`src/rtl/i2c_tgt_status_pkg.sv`:
```
package i2c_tgt_status_pkg;

   localparam int STAT_W   = 5;
   localparam int IDX_OVF  = 4;
   localparam int IDX_RXRQ = 3;
   localparam int IDX_TXRQ = 2;
   localparam int IDX_UNF  = 1;
   localparam int IDX_ETX  = 0;

   // packed msb first: ovf lands on bit 4, etx on bit 0
   typedef struct packed {
      logic ovf;
      logic rxrq;
      logic txrq;
      logic unf;
      logic etx;
   } stat_t;

   typedef struct packed {
      logic scl_rise;
      logic scl_fall;
      logic rw_slot;
      logic rw_read;
      logic addr_hit;
      logic start;
      logic stop;
   } bus_ev_t;

endpackage

```
`src/rtl/i2c_tgt_rx_flags.sv`:
```
module i2c_tgt_rx_flags #(
   parameter int RXREQ_REGISTERED = 1
) (
   input  logic clk,
   input  logic rst,
   input  logic rx_wr,
   input  logic rx_full,
   input  logic rx_empty,
   output logic ovf,
   output logic rxrq
);

   initial begin : p_param_chk
      assert (RXREQ_REGISTERED == 0 || RXREQ_REGISTERED == 1)
         else $error("RXREQ_REGISTERED must be 0 or 1");
   end

   logic ovf_q;

   always_ff @(posedge clk) begin
      if (rst) begin
         ovf_q <= 1'b0;
      end else if (rx_wr) begin
         ovf_q <= rx_full;
      end else if (rx_empty) begin
         ovf_q <= 1'b0;
      end
   end

   assign ovf = ovf_q;

   generate
      if (RXREQ_REGISTERED == 1) begin : g_rxrq_reg
         logic rxrq_q;
         always_ff @(posedge clk) begin
            if (rst) rxrq_q <= 1'b0;
            else     rxrq_q <= ~rx_empty;
         end
         assign rxrq = rxrq_q;

         // request only rises after the FIFO held data
         a_r2_rxrq_rise : assert property (@(posedge clk) disable iff (rst)
            $rose(rxrq) |-> $past(!rx_empty));
         a_r2_rxrq_fall : assert property (@(posedge clk) disable iff (rst)
            $fell(rxrq) |-> $past(rx_empty));
      end else begin : g_rxrq_comb
         assign rxrq = ~rx_empty & ~rst;
      end
   endgenerate

   // a push into a full FIFO raises the overflow flag
   a_r1_ovf_set : assert property (@(posedge clk) disable iff (rst)
      (rx_wr && rx_full) |=> ovf);
   a_r1_ovf_clr : assert property (@(posedge clk) disable iff (rst)
      (rx_wr && !rx_full) |=> !ovf);

endmodule

```
`src/rtl/i2c_tgt_tx_flags.sv`:
```
module i2c_tgt_tx_flags
   import i2c_tgt_status_pkg::*;
#(
   parameter int EARLY_SUPPORT = 1
) (
   input  logic    clk,
   input  logic    rst,
   input  bus_ev_t ev,
   input  logic    tx_empty,
   input  logic    early_en,
   output logic    txrq,
   output logic    unf
);

   initial begin : p_param_chk
      assert (EARLY_SUPPORT == 0 || EARLY_SUPPORT == 1)
         else $error("EARLY_SUPPORT must be 0 or 1");
   end

   logic eff_early;
   logic rd_bit;
   logic req_edge;
   logic xfer_end;
   logic txrq_q;
   logic unf_q;

   generate
      if (EARLY_SUPPORT == 1) begin : g_mode_sel
         assign eff_early = early_en;
      end else begin : g_mode_fixed
         assign eff_early = 1'b0;
      end
   endgenerate

   assign rd_bit   = ev.rw_slot & ev.rw_read & ev.addr_hit;
   assign req_edge = eff_early ? ev.scl_rise : ev.scl_fall;
   assign xfer_end = ev.start | ev.stop;

   always_ff @(posedge clk) begin
      if (rst) begin
         txrq_q <= 1'b0;
         unf_q  <= 1'b0;
      end else begin
         if (xfer_end) begin
            txrq_q <= 1'b0;
         end else if (rd_bit && req_edge) begin
            txrq_q <= 1'b1;
         end

         if (xfer_end) begin
            unf_q <= 1'b0;
         end else if (rd_bit && ev.scl_rise && tx_empty) begin
            unf_q <= 1'b1;
         end
      end
   end

   assign txrq = txrq_q;
   assign unf  = unf_q;

   // request rises only after a matched read slot edge
   a_r3_txrq_cause : assert property (@(posedge clk) disable iff (rst)
      $rose(txrq) |-> $past(ev.rw_slot && ev.rw_read && ev.addr_hit
                            && (ev.scl_rise || ev.scl_fall)));
   // transfer boundaries clear both transfer flags
   a_r4_boundary_clr : assert property (@(posedge clk) disable iff (rst)
      (ev.start || ev.stop) |=> (!txrq && !unf));
   // underflow needs a rising edge with an empty transmit FIFO
   a_r5_unf_cause : assert property (@(posedge clk) disable iff (rst)
      $rose(unf) |-> $past(ev.scl_rise && tx_empty));

endmodule

```
`src/rtl/i2c_tgt_etx_flag.sv`:
```
module i2c_tgt_etx_flag #(
   parameter int EARLY_SUPPORT = 1
) (
   input  logic clk,
   input  logic rst,
   input  logic scl_rise,
   input  logic rw_slot,
   input  logic addr_hit,
   input  logic xfer_end,
   input  logic tx_empty,
   input  logic early_en,
   input  logic stat_rd,
   output logic etx
);

   logic eff_early;
   logic fired_q;
   logic etx_q;
   logic fire;

   generate
      if (EARLY_SUPPORT == 1) begin : g_mode_sel
         assign eff_early = early_en;
      end else begin : g_mode_fixed
         assign eff_early = 1'b0;
      end
   endgenerate

   assign fire = eff_early & scl_rise & rw_slot & addr_hit & ~fired_q;

   always_ff @(posedge clk) begin
      if (rst) begin
         fired_q <= 1'b0;
         etx_q   <= 1'b0;
      end else begin
         if (xfer_end) begin
            fired_q <= 1'b0;
         end else if (fire) begin
            fired_q <= 1'b1;
         end

         if (!eff_early) begin
            etx_q <= tx_empty;
         end else if (fire) begin
            etx_q <= 1'b1;
         end else if (stat_rd) begin
            etx_q <= 1'b0;
         end
      end
   end

   assign etx = etx_q;

   // in normal mode the flag mirrors the transmit FIFO level
   a_r6_follow : assert property (@(posedge clk) disable iff (rst)
      !eff_early |=> (etx == $past(tx_empty)));
   // once fired in a transfer, no further rise until START/STOP
   a_r7_once : assert property (@(posedge clk) disable iff (rst)
      (eff_early && fired_q && !xfer_end) |=> !$rose(etx));
   // a read without a coincident setting edge clears the flag
   a_r8_read_clr : assert property (@(posedge clk) disable iff (rst)
      (eff_early && stat_rd && !(scl_rise && rw_slot)) |=> !etx);

endmodule

```
`src/rtl/i2c_tgt_status.sv`:
```
module i2c_tgt_status
   import i2c_tgt_status_pkg::*;
#(
   parameter int EARLY_SUPPORT    = 1,
   parameter int RXREQ_REGISTERED = 1
) (
   input  logic              clk,
   input  logic              rst,
   input  logic              scl_rise,
   input  logic              scl_fall,
   input  logic              rw_slot,
   input  logic              rw_read,
   input  logic              addr_hit,
   input  logic              start_det,
   input  logic              stop_det,
   input  logic              rx_wr,
   input  logic              rx_full,
   input  logic              rx_empty,
   input  logic              tx_empty,
   input  logic              stat_rd,
   input  logic              early_en,
   input  logic              rx_irq_en,
   input  logic              tx_irq_en,
   output logic [STAT_W-1:0] status,
   output logic              irq
);

   bus_ev_t ev;
   stat_t   st;

   assign ev = '{scl_rise: scl_rise, scl_fall: scl_fall, rw_slot: rw_slot,
                 rw_read: rw_read, addr_hit: addr_hit, start: start_det,
                 stop: stop_det};

   i2c_tgt_rx_flags #(
      .RXREQ_REGISTERED (RXREQ_REGISTERED)
   ) rx_i (
      .clk      (clk),
      .rst      (rst),
      .rx_wr    (rx_wr),
      .rx_full  (rx_full),
      .rx_empty (rx_empty),
      .ovf      (st.ovf),
      .rxrq     (st.rxrq)
   );

   i2c_tgt_tx_flags #(
      .EARLY_SUPPORT (EARLY_SUPPORT)
   ) tx_i (
      .clk      (clk),
      .rst      (rst),
      .ev       (ev),
      .tx_empty (tx_empty),
      .early_en (early_en),
      .txrq     (st.txrq),
      .unf      (st.unf)
   );

   i2c_tgt_etx_flag #(
      .EARLY_SUPPORT (EARLY_SUPPORT)
   ) etx_i (
      .clk      (clk),
      .rst      (rst),
      .scl_rise (scl_rise),
      .rw_slot  (rw_slot),
      .addr_hit (addr_hit),
      .xfer_end (start_det | stop_det),
      .tx_empty (tx_empty),
      .early_en (early_en),
      .stat_rd  (stat_rd),
      .etx      (st.etx)
   );

   assign status = st;
   assign irq    = (st.rxrq & rx_irq_en) | (st.txrq & tx_irq_en);

   // with both enables off the interrupt stays low
   a_r9_irq_masked : assert property (@(posedge clk) disable iff (rst)
      (!rx_irq_en && !tx_irq_en) |-> !irq);
   // the first cycle after reset shows a clean status word
   a_r10_reset_clean : assert property (@(posedge clk) disable iff (rst)
      $past(rst) |-> (status == '0 && !irq));

endmodule

```
`config.mk`:
```
export PLATFORM = sky130hd
export DESIGN_NAME = i2c_tgt_status
export DESIGN_NICKNAME = d
export VERILOG_FILES = /design/src/rtl/i2c_tgt_status_pkg.sv /design/src/rtl/i2c_tgt_rx_flags.sv /design/src/rtl/i2c_tgt_tx_flags.sv /design/src/rtl/i2c_tgt_etx_flag.sv /design/src/rtl/i2c_tgt_status.sv
export SDC_FILE = /design/constraint.sdc
export NUM_CORES = 1
export LEC_CHECK = 0
export ABC_AREA = 1
export BUFFER_PORTS_ARGS = -buffer_cell sky130_fd_sc_hd__buf_2
export CAP_MARGIN = 15
export CORE_AREA = 5 5 42 44
export DETAILED_ROUTE_END_ITERATION = 6
export DIE_AREA = 0 0 47 49
export HOLD_SLACK_MARGIN = 0.03
export SLEW_MARGIN = 10
export SYNTH_ARGS = -nofsm -noshare
export SYNTH_HDL_FRONTEND = slang
export SYNTH_SLANG_ARGS = --single-unit
```
`constraint.sdc`:
```
create_clock -name clk -period 0.8 [get_ports clk]
set_clock_uncertainty 0.1 [all_clocks]
set_input_delay 0.04 -clock clk [delete_from_list [all_inputs] [get_ports clk]]
set_output_delay 0.04 -clock clk [all_outputs]
set_load 0.03 [all_outputs]
```
==> flow_metrics.tcl <==
set metrics [dict create \
    outcome "finished with violations" \
    violations "hold timing, setup timing" \
    syn_inst 42 \
    track_usage_pct 6.08 \
    maxSlewViolCount 0 \
    ant_nets 0 \
    grt_first_pass_wirelength_um 993 \
    vdd.ir_drop.worst_uv 630 \
    routed_via_density 4.05 \
    synthTopCellsByCount "nor2_1 (9), nand2_1 (8), dfxtp_1 (6), inv_1 (6), buf_4 (5)" \
    antenna_found_initial 0 \
    tightest_slew_ps 166 \
    period_needed_ps 1030 \
    clkSinkCount 6 \
    max_slew_margin_pct 88.9 \
    ioPinCount 23 \
    die_area_um2 2300 \
    layout-drive-gt1-share_pct 47.7 \
    setup_violations 10 \
    synth_cell_type_count 10 \
    via_count 328 \
    synthTopCellsByArea "dfxtp_1 (41%), buf_4 (13%), nor2_1 (12%)" \
    crit_type "reg2out" \
    gp_congestion 0.726 \
    pwr_density_cell_nw_per_um2 1510 \
    grt.overflow.total 0 \
    synth_top_family_by_area "simple AND/OR/NAND/NOR gates" \
    die_y_um 49 \
    wl_per_cell_um 8.77 \
    p_leak_nw 0.243 \
    grt_start_max_net_pins 4 \
    clockBufferDepth 2 \
    synth-seq-cells 6 \
    slowest_stage "dfxtp_2" \
    antenna_cells 0 \
    cp_data_arrival_time_ps 890 \
    final_nets 84 \
    post-route-period-util_pct 129 \
    cts_tree "yes" \
    drt_iter0_markers 1 \
    ys.flop_type "dfxtp_1" \
    cp_cell_sequence "a22o_1 -> buf_6" \
    hold_ws_ps -23.7 \
    async_flop_share_pct 0 \
    syn_nets 59 \
    yosysSeqAreaShare_pct 41.4 \
    drt-total-wl_um 710 \
    nFillCells 166 \
    required_ps 660 \
    dr.pass1.iters 2 \
    max_freq_mhz 970 \
    yosys.area_share.simple_pct 23.7 \
    syn_area_per_cell_um2 6.91 \
    synth_warnings 0 \
    synth.most_common_cell "nor2_1" \
    path_clk_slew_ps 40 \
    drc_errors 0 \
    core-area_um2 1400 \
    cts_root_buf "clkbuf_4" \
    dp_hpwl_um 575 \
    finalWorstSetupSlack_ps -231 \
    max_stage_delay_ps 310 \
    critPathCaptureType "output port" \
    syn-cell-area_um2 290 \
    die_w_um 47 \
    hold_path_class "in2reg" \
    numPortBuffers 22 \
    synth_edf_count 0 \
    rsz0062_at_grt "yes" \
    max_cap_violations 0 \
    areaGrowthSynthToFinish_pct 64.2 \
    initial_core_util_pct 20.7 \
    startpoint_type "register" \
    synth_adder_area_share_pct 0 \
    num_rows 14 \
    crit_fanout 2 \
    synth_xor_area_share_pct 0 \
    grt_pass1_vias 308 \
    finalHoldViolCount 5 \
    cts_made_buffers 3 \
    synth-compound-area-share_pct 14.2 \
    synth_top_area_share_pct 41.4 \
    h-tree-depth 1 \
    synth_mux_area_share_pct 0 \
    clk_latency_ps 240 \
    synth_area_leader_cell "dfxtp_1" \
    fin_util_pct 34.0 \
]
[report_power, final]
| group | total, mW | leakage (nW) | internal [mW] | switching, mW |
|---|---|---|---|---|
| sequential | 0.317 | 0.0510 | 0.311 | 0.00589 |
| combinational | 0.134 | 0.178 | 0.0696 | 0.0641 |
| clock | 0.267 | 0.0138 | 0.169 | 0.0976 |
[state kept, by name, summed over array words and instances (netlist names)]
| name | count |
|---|---|
| etx_i.etx | 1 |
| etx_i.fired_q | 1 |
| rx_i.ovf | 1 |
| rx_i.rxrq | 1 |
| tx_i.txrq | 1 |
| tx_i.unf | 1 |
[logic make-up (layout without fill, tap and decap cells)]
kind of cell / after synthesis / after routing
AND/OR/NAND/NOR: 18 / 18
AO/OA/AOI/OAI: 7 / 7
buffers and inverters: 11 / 34
flip-flops: 6 / 6
[final timing paths]
path                  from             to  slack [ps]  cells after the start
min reg2reg  etx_i.fired_q  etx_i.fired_q         360                      2
min                rx_full       rx_i.ovf         -20                      3
max              tx_i.txrq            irq        -230                      2
max reg2reg       rx_i.ovf       rx_i.ovf          50                      2
[worst max-delay path, delay by kind of cell, from the launching register on]
family	cells	cell delay (ps)
AO/OA/AOI/OAI	1	210
flip-flops	1	310
buffers and inverters	1	140
[metrics by stage]
step / cells / cell area, um2 / worst slack (ps) / total power, mW / setup TNS [ps]
detailed placement: 75 / 383 / -6.13 / 0.432 / -6.13
global placement: 75 / 383 / 2.83 / 0.430 / 0
floorplan: 42 / 290 / 30.7 / 0.385 / 0
finish: 81 / 477 / -231 / 0.718 / -987
global route: 81 / 477 / -261 / 0.773 / -1400
CTS: 81 / 477 / -237 / 0.736 / -1050
[layer usage]
layer | wire [um] | track usage [%] | vias up
met5 | 0 | 0 | -
met4 | 0 | 1.38 | 0
met3 | 62 | 4.43 | 0
met2 | 397 | 11.1 | 10
met1 | 250 | 4.89 | 144
li1 | - | - | 174
[cell usage in the layout, fill, tap and decap left out]
| master | netlist | routed |
|---|---|---|
| nand3_1 | 1 | 1 |
| a22o_1 | 1 | 1 |
| a21oi_1 | 4 | 4 |
| a22oi_1 | 1 | 1 |
| clkbuf_4 | 0 | 3 |
| dfxtp_1 | 6 | 1 |
| inv_1 | 6 | 6 |
| nor2_1 | 9 | 9 |
| buf_2 | 0 | 16 |
| o21ai_0 | 1 | 1 |
| dlygate4sd3_1 | 0 | 2 |
| nand2_1 | 8 | 8 |
| buf_6 | 0 | 6 |
| dfxtp_2 | 0 | 5 |
| buf_4 | 5 | 1 |
[timing repair]
item | CTS | global route
buffers inserted | 1 | 0
gates resized for setup | 17 | 0
hold endpoints to repair | 6 | 6
endpoints found under the setup margin | 6 | 10
hold buffers | 2 | 1
[cell type report]
cell class                 instances  area [um2]  share of cell area (%)
clock buffer                       3        22.5                    4.72
inverter                           6        22.5                    4.72
multi-input combinational         25         110                    23.1
sequential                         6         126                    26.5
tap                               16        20.0                    4.20
timing repair buffer              25         175                    36.7
No activity file was read; power rests on OpenSTA's default activity.
